File: config.mk
export PLATFORM = sky130hd
export DESIGN_NAME = cfg_port_ctrl
export DESIGN_NICKNAME = d
export VERILOG_FILES = /design/src/rtl/cfg_port_pkg.sv /design/src/rtl/cfg_key_match.sv /design/src/rtl/cfg_regs.sv /design/src/rtl/cfg_port_ctrl.sv
export SDC_FILE = /design/constraint.sdc
export NUM_CORES = 1
export LEC_CHECK = 0
export CAP_MARGIN = 20
export CORE_MARGIN = 2
export CORE_UTILIZATION = 44
export CTS_CLUSTER_SIZE = 25
export DETAILED_ROUTE_END_ITERATION = 10
export PLACE_DENSITY = 0.77
export RECOVER_POWER = 25
export SLEW_MARGIN = 5
export SYNTH_ARGS = -nofsm -noshare
export SYNTH_HDL_FRONTEND = slang
export SYNTH_HIERARCHICAL = 1
export SYNTH_SLANG_ARGS = --single-unit
File: constraint.sdc
create_clock -name clk -period 2.2 [get_ports clk]
set_input_delay 0.44 -clock clk [delete_from_list [all_inputs] [get_ports clk]]
set_output_delay 0.44 -clock clk [all_outputs]
set_load 0.03 [all_outputs]
File: src/rtl/cfg_port_pkg.sv
package cfg_port_pkg;
  localparam int KEY_LEN = 4;

  localparam logic [7:0] IDX_LDN     = 8'h07;
  localparam logic [7:0] IDX_ID_HI   = 8'h20;
  localparam logic [7:0] IDX_ID_LO   = 8'h21;
  localparam logic [7:0] IDX_REV     = 8'h22;
  localparam logic [7:0] IDX_BASE_HI = 8'h62;
  localparam logic [7:0] IDX_BASE_LO = 8'h63;
  localparam logic [7:0] IDX_EXIT    = 8'h02;
  localparam logic [7:0] EXIT_VAL    = 8'h02;

  // unlock key, in the order it must arrive
  function automatic logic [7:0] key_byte(input int step);
    case (step)
      0:       key_byte = 8'h87;
      1:       key_byte = 8'h01;
      default: key_byte = 8'h55;
    endcase
  endfunction
endpackage

File: src/rtl/cfg_key_match.sv
module cfg_key_match
  import cfg_port_pkg::*;
(
  input  logic       clk,
  input  logic       rst_n,
  input  logic       byte_vld,
  input  logic [7:0] byte_in,
  output logic       key_done
);
  localparam int STEP_W = $clog2(KEY_LEN);

  logic [STEP_W-1:0] step_q;
  logic              hit;
  logic              last;

  always_comb begin
    hit      = (byte_in == key_byte(int'(step_q)));
    last     = (int'(step_q) == KEY_LEN - 1);
    key_done = byte_vld && hit && last;
  end

  always_ff @(posedge clk) begin
    if (!rst_n) begin
      step_q <= '0;
    end else if (byte_vld) begin
      if (hit && !last)
        step_q <= step_q + 1'b1;
      else if (hit)
        step_q <= '0;
      else if (byte_in == key_byte(0))
        step_q <= STEP_W'(1);
      else
        step_q <= '0;
    end
  end
endmodule

File: src/rtl/cfg_regs.sv
module cfg_regs
  import cfg_port_pkg::*;
#(
  parameter logic [15:0] CHIP_ID  = 16'hA5C3,
  parameter logic [3:0]  CHIP_REV = 4'h3,
  parameter logic [7:0]  GPIO_LDN = 8'h07,
  parameter int          BASE_W   = 16
) (
  input  logic              clk,
  input  logic              rst_n,
  input  logic              wr_en,
  input  logic [7:0]        idx,
  input  logic [7:0]        wdata,
  output logic [7:0]        rdata,
  output logic [7:0]        ldn,
  output logic [BASE_W-1:0] base
);
  localparam int HI_W = BASE_W - 8;

  logic gpio_bank;
  assign gpio_bank = (ldn == GPIO_LDN);

  always_ff @(posedge clk) begin
    if (!rst_n) begin
      ldn  <= '0;
      base <= '0;
    end else if (wr_en) begin
      if (idx == IDX_LDN)
        ldn <= wdata;
      if (gpio_bank && idx == IDX_BASE_HI)
        base[BASE_W-1:8] <= wdata[HI_W-1:0];
      if (gpio_bank && idx == IDX_BASE_LO)
        base[7:0] <= wdata;
    end
  end

  always_comb begin
    rdata = 8'h00;
    case (idx)
      IDX_LDN:     rdata = ldn;
      IDX_ID_HI:   rdata = CHIP_ID[15:8];
      IDX_ID_LO:   rdata = CHIP_ID[7:0];
      IDX_REV:     rdata = {4'h0, CHIP_REV};
      IDX_BASE_HI: if (gpio_bank) rdata = 8'(base[BASE_W-1:8]);
      IDX_BASE_LO: if (gpio_bank) rdata = base[7:0];
      default:     rdata = 8'h00;
    endcase
  end
endmodule

File: src/rtl/cfg_port_ctrl.sv
module cfg_port_ctrl
  import cfg_port_pkg::*;
#(
  parameter logic [15:0] INDEX_ADDR = 16'h002E,
  parameter logic [15:0] DATA_ADDR  = 16'h002F,
  parameter logic [15:0] CHIP_ID    = 16'hA5C3,
  parameter logic [3:0]  CHIP_REV   = 4'h3,
  parameter logic [7:0]  GPIO_LDN   = 8'h07
) (
  input  logic        clk,
  input  logic        rst_n,
  input  logic [15:0] io_addr,
  input  logic [7:0]  io_wdata,
  input  logic        io_wr,
  input  logic        io_rd,
  output logic [7:0]  io_rdata,
  output logic        cfg_unlocked,
  output logic [7:0]  ldn_sel,
  output logic [15:0] gpio_base
);
  logic       idx_wr, dat_wr, dat_rd;
  logic       key_done, exit_hit;
  logic [7:0] idx_q;
  logic [7:0] reg_rdata;

  always_comb begin
    idx_wr   = io_wr && (io_addr == INDEX_ADDR);
    dat_wr   = io_wr && (io_addr == DATA_ADDR);
    dat_rd   = io_rd && (io_addr == DATA_ADDR);
    exit_hit = cfg_unlocked && dat_wr && (idx_q == IDX_EXIT) && (io_wdata == EXIT_VAL);
  end

  cfg_key_match u_key (
    .clk      (clk),
    .rst_n    (rst_n),
    .byte_vld (idx_wr && !cfg_unlocked),
    .byte_in  (io_wdata),
    .key_done (key_done)
  );

  cfg_regs #(
    .CHIP_ID  (CHIP_ID),
    .CHIP_REV (CHIP_REV),
    .GPIO_LDN (GPIO_LDN),
    .BASE_W   (16)
  ) u_regs (
    .clk   (clk),
    .rst_n (rst_n),
    .wr_en (dat_wr && cfg_unlocked),
    .idx   (idx_q),
    .wdata (io_wdata),
    .rdata (reg_rdata),
    .ldn   (ldn_sel),
    .base  (gpio_base)
  );

  always_ff @(posedge clk) begin
    if (!rst_n) begin
      cfg_unlocked <= 1'b0;
      idx_q        <= '0;
      io_rdata     <= 8'hFF;
    end else begin
      if (key_done)
        cfg_unlocked <= 1'b1;
      else if (exit_hit)
        cfg_unlocked <= 1'b0;
      if (idx_wr && cfg_unlocked)
        idx_q <= io_wdata;
      if (io_rd)
        io_rdata <= (dat_rd && cfg_unlocked) ? reg_rdata : 8'hFF;
    end
  end
endmodule

# Word level (Yosys, flattened, before mapping)
# Index checks and enable logic that the tools add are counted.
# op_classes
addsub,1
n_eq_ne,15
n_mux,10
n_reduce_logical,21
# ops
cell,count
$pmux W8 S6,1
$eq A16 B6 Y1 const B,2
$eq A8 B6 Y1 const B,3
$mux W8,3
$eq A8 B2 Y1 const B,2
$eq A8 B3 Y1 const B,2
$eq A8 B7 Y1 const B,2
$pmux W8 S2,1
$logic_and A1 B1 Y1,14
$eq A8 B8 Y1,1
$eq A8 B8 Y1 const B,1
$reduce_and A2 Y1,3
$eq A2 B1 Y1 const B,2
$mux W2,2
$mux W1,3
$add A2 B1 Y2 const B,1
$logic_not A1 Y1,2
$logic_not A2 Y1,1
$reduce_bool A2 Y1,1
# word_totals
register_bits,43
input_bits,28
output_inout_bits,33
word_cells,54

# Longest topological paths before layout
# logic_depth
ltp_word,7
ltp_mapped,11

# By module
# Netlist, hierarchy kept.
# modules_own_cells
mod,instances,cells_per_inst,area_each_um2,seq_area_each_um2
cfg_regs,1,130,1232.4,480.5
cfg_port_ctrl,1,94,802.0,340.3
cfg_key_match,1,31,256.5,40.0

# Worst setup path before layout
# Ideal clock, no wire load.
# synth_path
path_kind,input port to flip-flop
from,input port io_addr[13]
to,register u_key.step_q[0]
setup_ns,0.073
arrival_ns,2.002
slack_ns,0.124
stages,9
cell_sequence,nor4b_4 > and4_1 > buf_4 > nand2_1 > nor3_1 > and4_1 > and3_1 > o2111ai_1 > o211ai_2
# synth_between
elab_chain_cells,3
# synth_rtl
item,line,text
"start, declared",cfg_port_ctrl.sv:12,"input logic [15:0] io_addr,"
$eq A16 B6 Y1,cfg_port_ctrl.sv:27,idx_wr = io_wr && (io_addr == INDEX_ADDR);
$logic_and A1 B1 Y1,cfg_port_ctrl.sv:27,
$logic_and A1 B1 Y1,cfg_port_ctrl.sv:36,".byte_vld (idx_wr && !cfg_unlocked),"
"end signal, assigned",cfg_key_match.sv:27,step_q <= step_q + 1'b1;
"end, declared",cfg_key_match.sv:12,logic [STEP_W-1:0] step_q;
# No other way between the ends.
# A chain may end at the register's enable or synchronous reset.

# Worst setup path after layout
# layout_path
from,input port io_addr[15]
to,register u_key.step_q[0]
# The elaborated chain is that of the path after synthesis.

==> metrics <==
initial antenna violation count 0; Via Count about 2200; largest net degree at the start of global routing between 50 and 60; NetSw ~310 µW; RSZ-0062 raised after global routing yes; crit path max fanout 6; syn avg cell area between 8 and 9 µm²; final net count around 370; Site Rows 26; Period Utilization, post-route about 97%; die width 76.2 µm; cts bufs inserted 5; gr ovfl total 0; All-Layer GR Usage 22.1%; hold path start u_regs/base[8]; Crit. End Element flop; CTS tree yes; post-synth cell types 47; TritonRoute pass-1 iters 4; Final HPWL DP approximately 4800 µm; worst slew pin tran around 0.58 ns; ys flop type dfxtp_1; WHS Path Cells 2; combinational power share between 8 and 9%; DIE HEIGHT roughly 76 µm; Fmax 468 MHz; first-pass GRT wire length between 10000 and 15000 µm; clk_lat worst skew around 0.3 ns; vias per cell roughly 5.4; final std cells w/o fill between 400 and 500; WHS Endpoint u_regs/base[8]; critical path class in2reg; CP arrival roughly 2.4 ns; cell count after synthesis about 260; Data required, critical path about 2.4 ns; switching share of power 21.6%; share of cells above drive strength 1 16.2%; routability cong. around 0.86; final hold violations 0; die footprint about 5800 µm²; FF-to-FF path depth 10; wire per inst 15.8 µm; max_slew headroom roughly 61%; Setup Skew roughly 0.0044 ns; minimum period implied by the final worst setup slack ~2.1 ns; H-tree levels 2; Synth Cell Area about 2300 µm²; synthesized netlist net count ~290; root buf cell clkbuf_8; GR Util met3 under 10%; placed cell areas around 3100 µm²; pwr/cell area between 400 and 500 nW/µm²; final setup vio count 0; GR Util met2 approximately 37%; ANT nets after route 0; worst hold-check path type reg2reg; antenna cells 0; flops & latches, synth 43; grt met1 use between 20% and 30%; share of power burned in registers about 54%; Layout area overhead 44.4%; initial core utilization a little under half; CP startpoint kind primary input; Int Pwr 1.14 mW; gr busiest metal met2; setup tns final 0 ns; EDFF count, synth 0; Reg clk slew, reported paths around 0.08 ns; hold bufs inserted after CTS 0; Synth warnings 6; final-layout fill cell count roughly 420; worst setup margin 0.0653 ns; residual DRC count 0; Placed Instances around 400; R2R Setup Slk 0.14 ns; Clock power frac 37.4%; total wire length 6470 µm; Port-buffer cells 60; reg2reg end cfg_unlocked; outcome complete, no violations; Static Leakage around 1.2 nW; core area 5070 µm²; clk sink count 43; num ports between 60 and 70; Max clock buf depth 2; pre-CTS setup slack -0.257 ns; worst vdd ir 0.391 mV; vias in the first global route roughly 2200; max-slew violation count 0; Post-synth ARST share 0%; max cap viols 0; sequential element share of the synthesized area 37.6%; Reg2Reg Launch Point u_key/step_q[0]; Layout Cell Area excl Fill 3310 µm²; DR iter-0 viols 76
-- repair_timing --
action | 4_1_cts | 5_1_grt
setup endpoints to repair | 0 | 9
setup buffers | 0 | 5
resized for setup | 0 | 10
-- worst max-delay path by stage --
stage / slack [ns] / to / startpoint / cells after the start
4_1_cts: 0.05 / cfg_unlocked / io_addr[4] / 12
6_report: 0.07 / u_key/step_q[0] / io_addr[15] / 9
5_1_grt: -0.02 / cfg_unlocked / io_addr[4] / 11
3_5_place_dp: -0.26 / cfg_unlocked / io_addr[4] / 12
2_1_floorplan: 0.12 / u_key/step_q[0] / io_addr[13] / 9
3_3_place_gp: -0.21 / cfg_unlocked / io_addr[4] / 12
-- power groups by stage --
stage	combinational (mW)	sequential, mW	clock (mW)
after floorplan	0.0313	0.796	0
after global placement	0.124	0.796	0
after detailed placement	0.125	0.796	0
after CTS	0.125	0.777	0.553
after global routing	0.138	0.777	0.586
final	0.130	0.777	0.541
-- placed cells by master (no fill, tap or decap), types with 8 or more instances in the layout --
master and count:
buf_4 24, o21ai_0 9, a221o_1 8, dlygate4sd3_1 13
mux2i_1 25, nand2_1 38, dfxtp_1 42, nor3_1 11
nand3_1 10, o21ai_1 11, clkdlybuf4s50_1 45, nor2_1 20
-- final cells by class --
cell class | instances | area, µm² | area share, %
multi-input combinational | 199 | 1400 | 42.4
sequential | 43 | 862 | 26.1
timing repair buffer | 87 | 846 | 25.6
clock buffer | 8 | 100 | 3.03
tap | 70 | 87.6 | 2.65
inverter | 3 | 11.3 | 0.340
-- kinds of logic (layout without fill, tap and decap cells) --
| logic type | after synthesis | after routing | synth area share (%) |
|---|---|---|---|
| flip-flops | 43 | 43 | 37.6 |
| buffers and inverters | 13 | 98 | 2.73 |
| XOR/XNOR | 1 | 1 | 0.382 |
| AND/OR/NAND/NOR | 123 | 123 | 32.4 |
| AO/OA/AOI/OAI | 45 | 45 | 13.2 |
| multiplexers | 25 | 25 | 10.9 |
| adder cells (fa/ha/maj) | 5 | 5 | 2.73 |
-- worst max-delay path, cell delays in order --
cell             delay (ns)
clkdlybuf4s50_1        0.44
nor4b_4                0.28
and4_1                 0.26
nand2_2                0.09
nor3_4                 0.22
and4_1                 0.22
and3_1                 0.15
o2111ai_1              0.14
o211ai_2               0.10
-- metal layers --
layer  wire length [µm]  share of wire (%)
met4                112                1.7
met5                  0                  0
met1               2890                 45
met2               3090                 48
met3                387                6.0
-- synthesized netlist by cell type, types with 2 or more instances --
cell / number / share of area [%]
nor3b_1: 2 / 0.66
and3_1: 2 / 0.55
nand3b_1: 2 / 0.66
o21ai_1: 11 / 2.4
nor4_1: 2 / 0.55
nor2_1: 21 / 3.4
dfxtp_1: 43 / 38
ha_1: 5 / 2.7
and4b_1: 5 / 2.2
o2111ai_1: 2 / 0.76
nand2_1: 39 / 6.4
nor2b_1: 2 / 0.55
nor4b_1: 3 / 1.1
nor2_4: 2 / 0.98
and2_0: 2 / 0.55
inv_1: 3 / 0.49
a21boi_1: 8 / 2.6
a21oi_1: 5 / 1.1
and4_1: 2 / 0.76
nor4b_4: 2 / 2.1
nor3_1: 12 / 2.6
mux2i_1: 25 / 11
o21ai_0: 9 / 2.0
nand3_1: 11 / 2.4
a221o_1: 8 / 3.5
clkbuf_1: 6 / 0.98
-- stage by stage --
stage	power, mW	utilization (%)	hold WS, ns
3_3_place_gp	0.919	61.8	0.465
3_5_place_dp	0.920	61.8	0.469
6_report	1.45	65.2	0.475
5_1_grt	1.50	65.2	0.498
4_1_cts	1.46	63.8	0.481
2_1_floorplan	0.827	-	0.460
-- sequential cells by signal, indices dropped and copies added (netlist names) --
register,cells
u_key/step_q,2
u_regs/base,16
u_regs/ldn,8
idx_q,8
cfg_unlocked,1
io_rdata,8
Note: power is estimated with default switching activity, not from simulation.
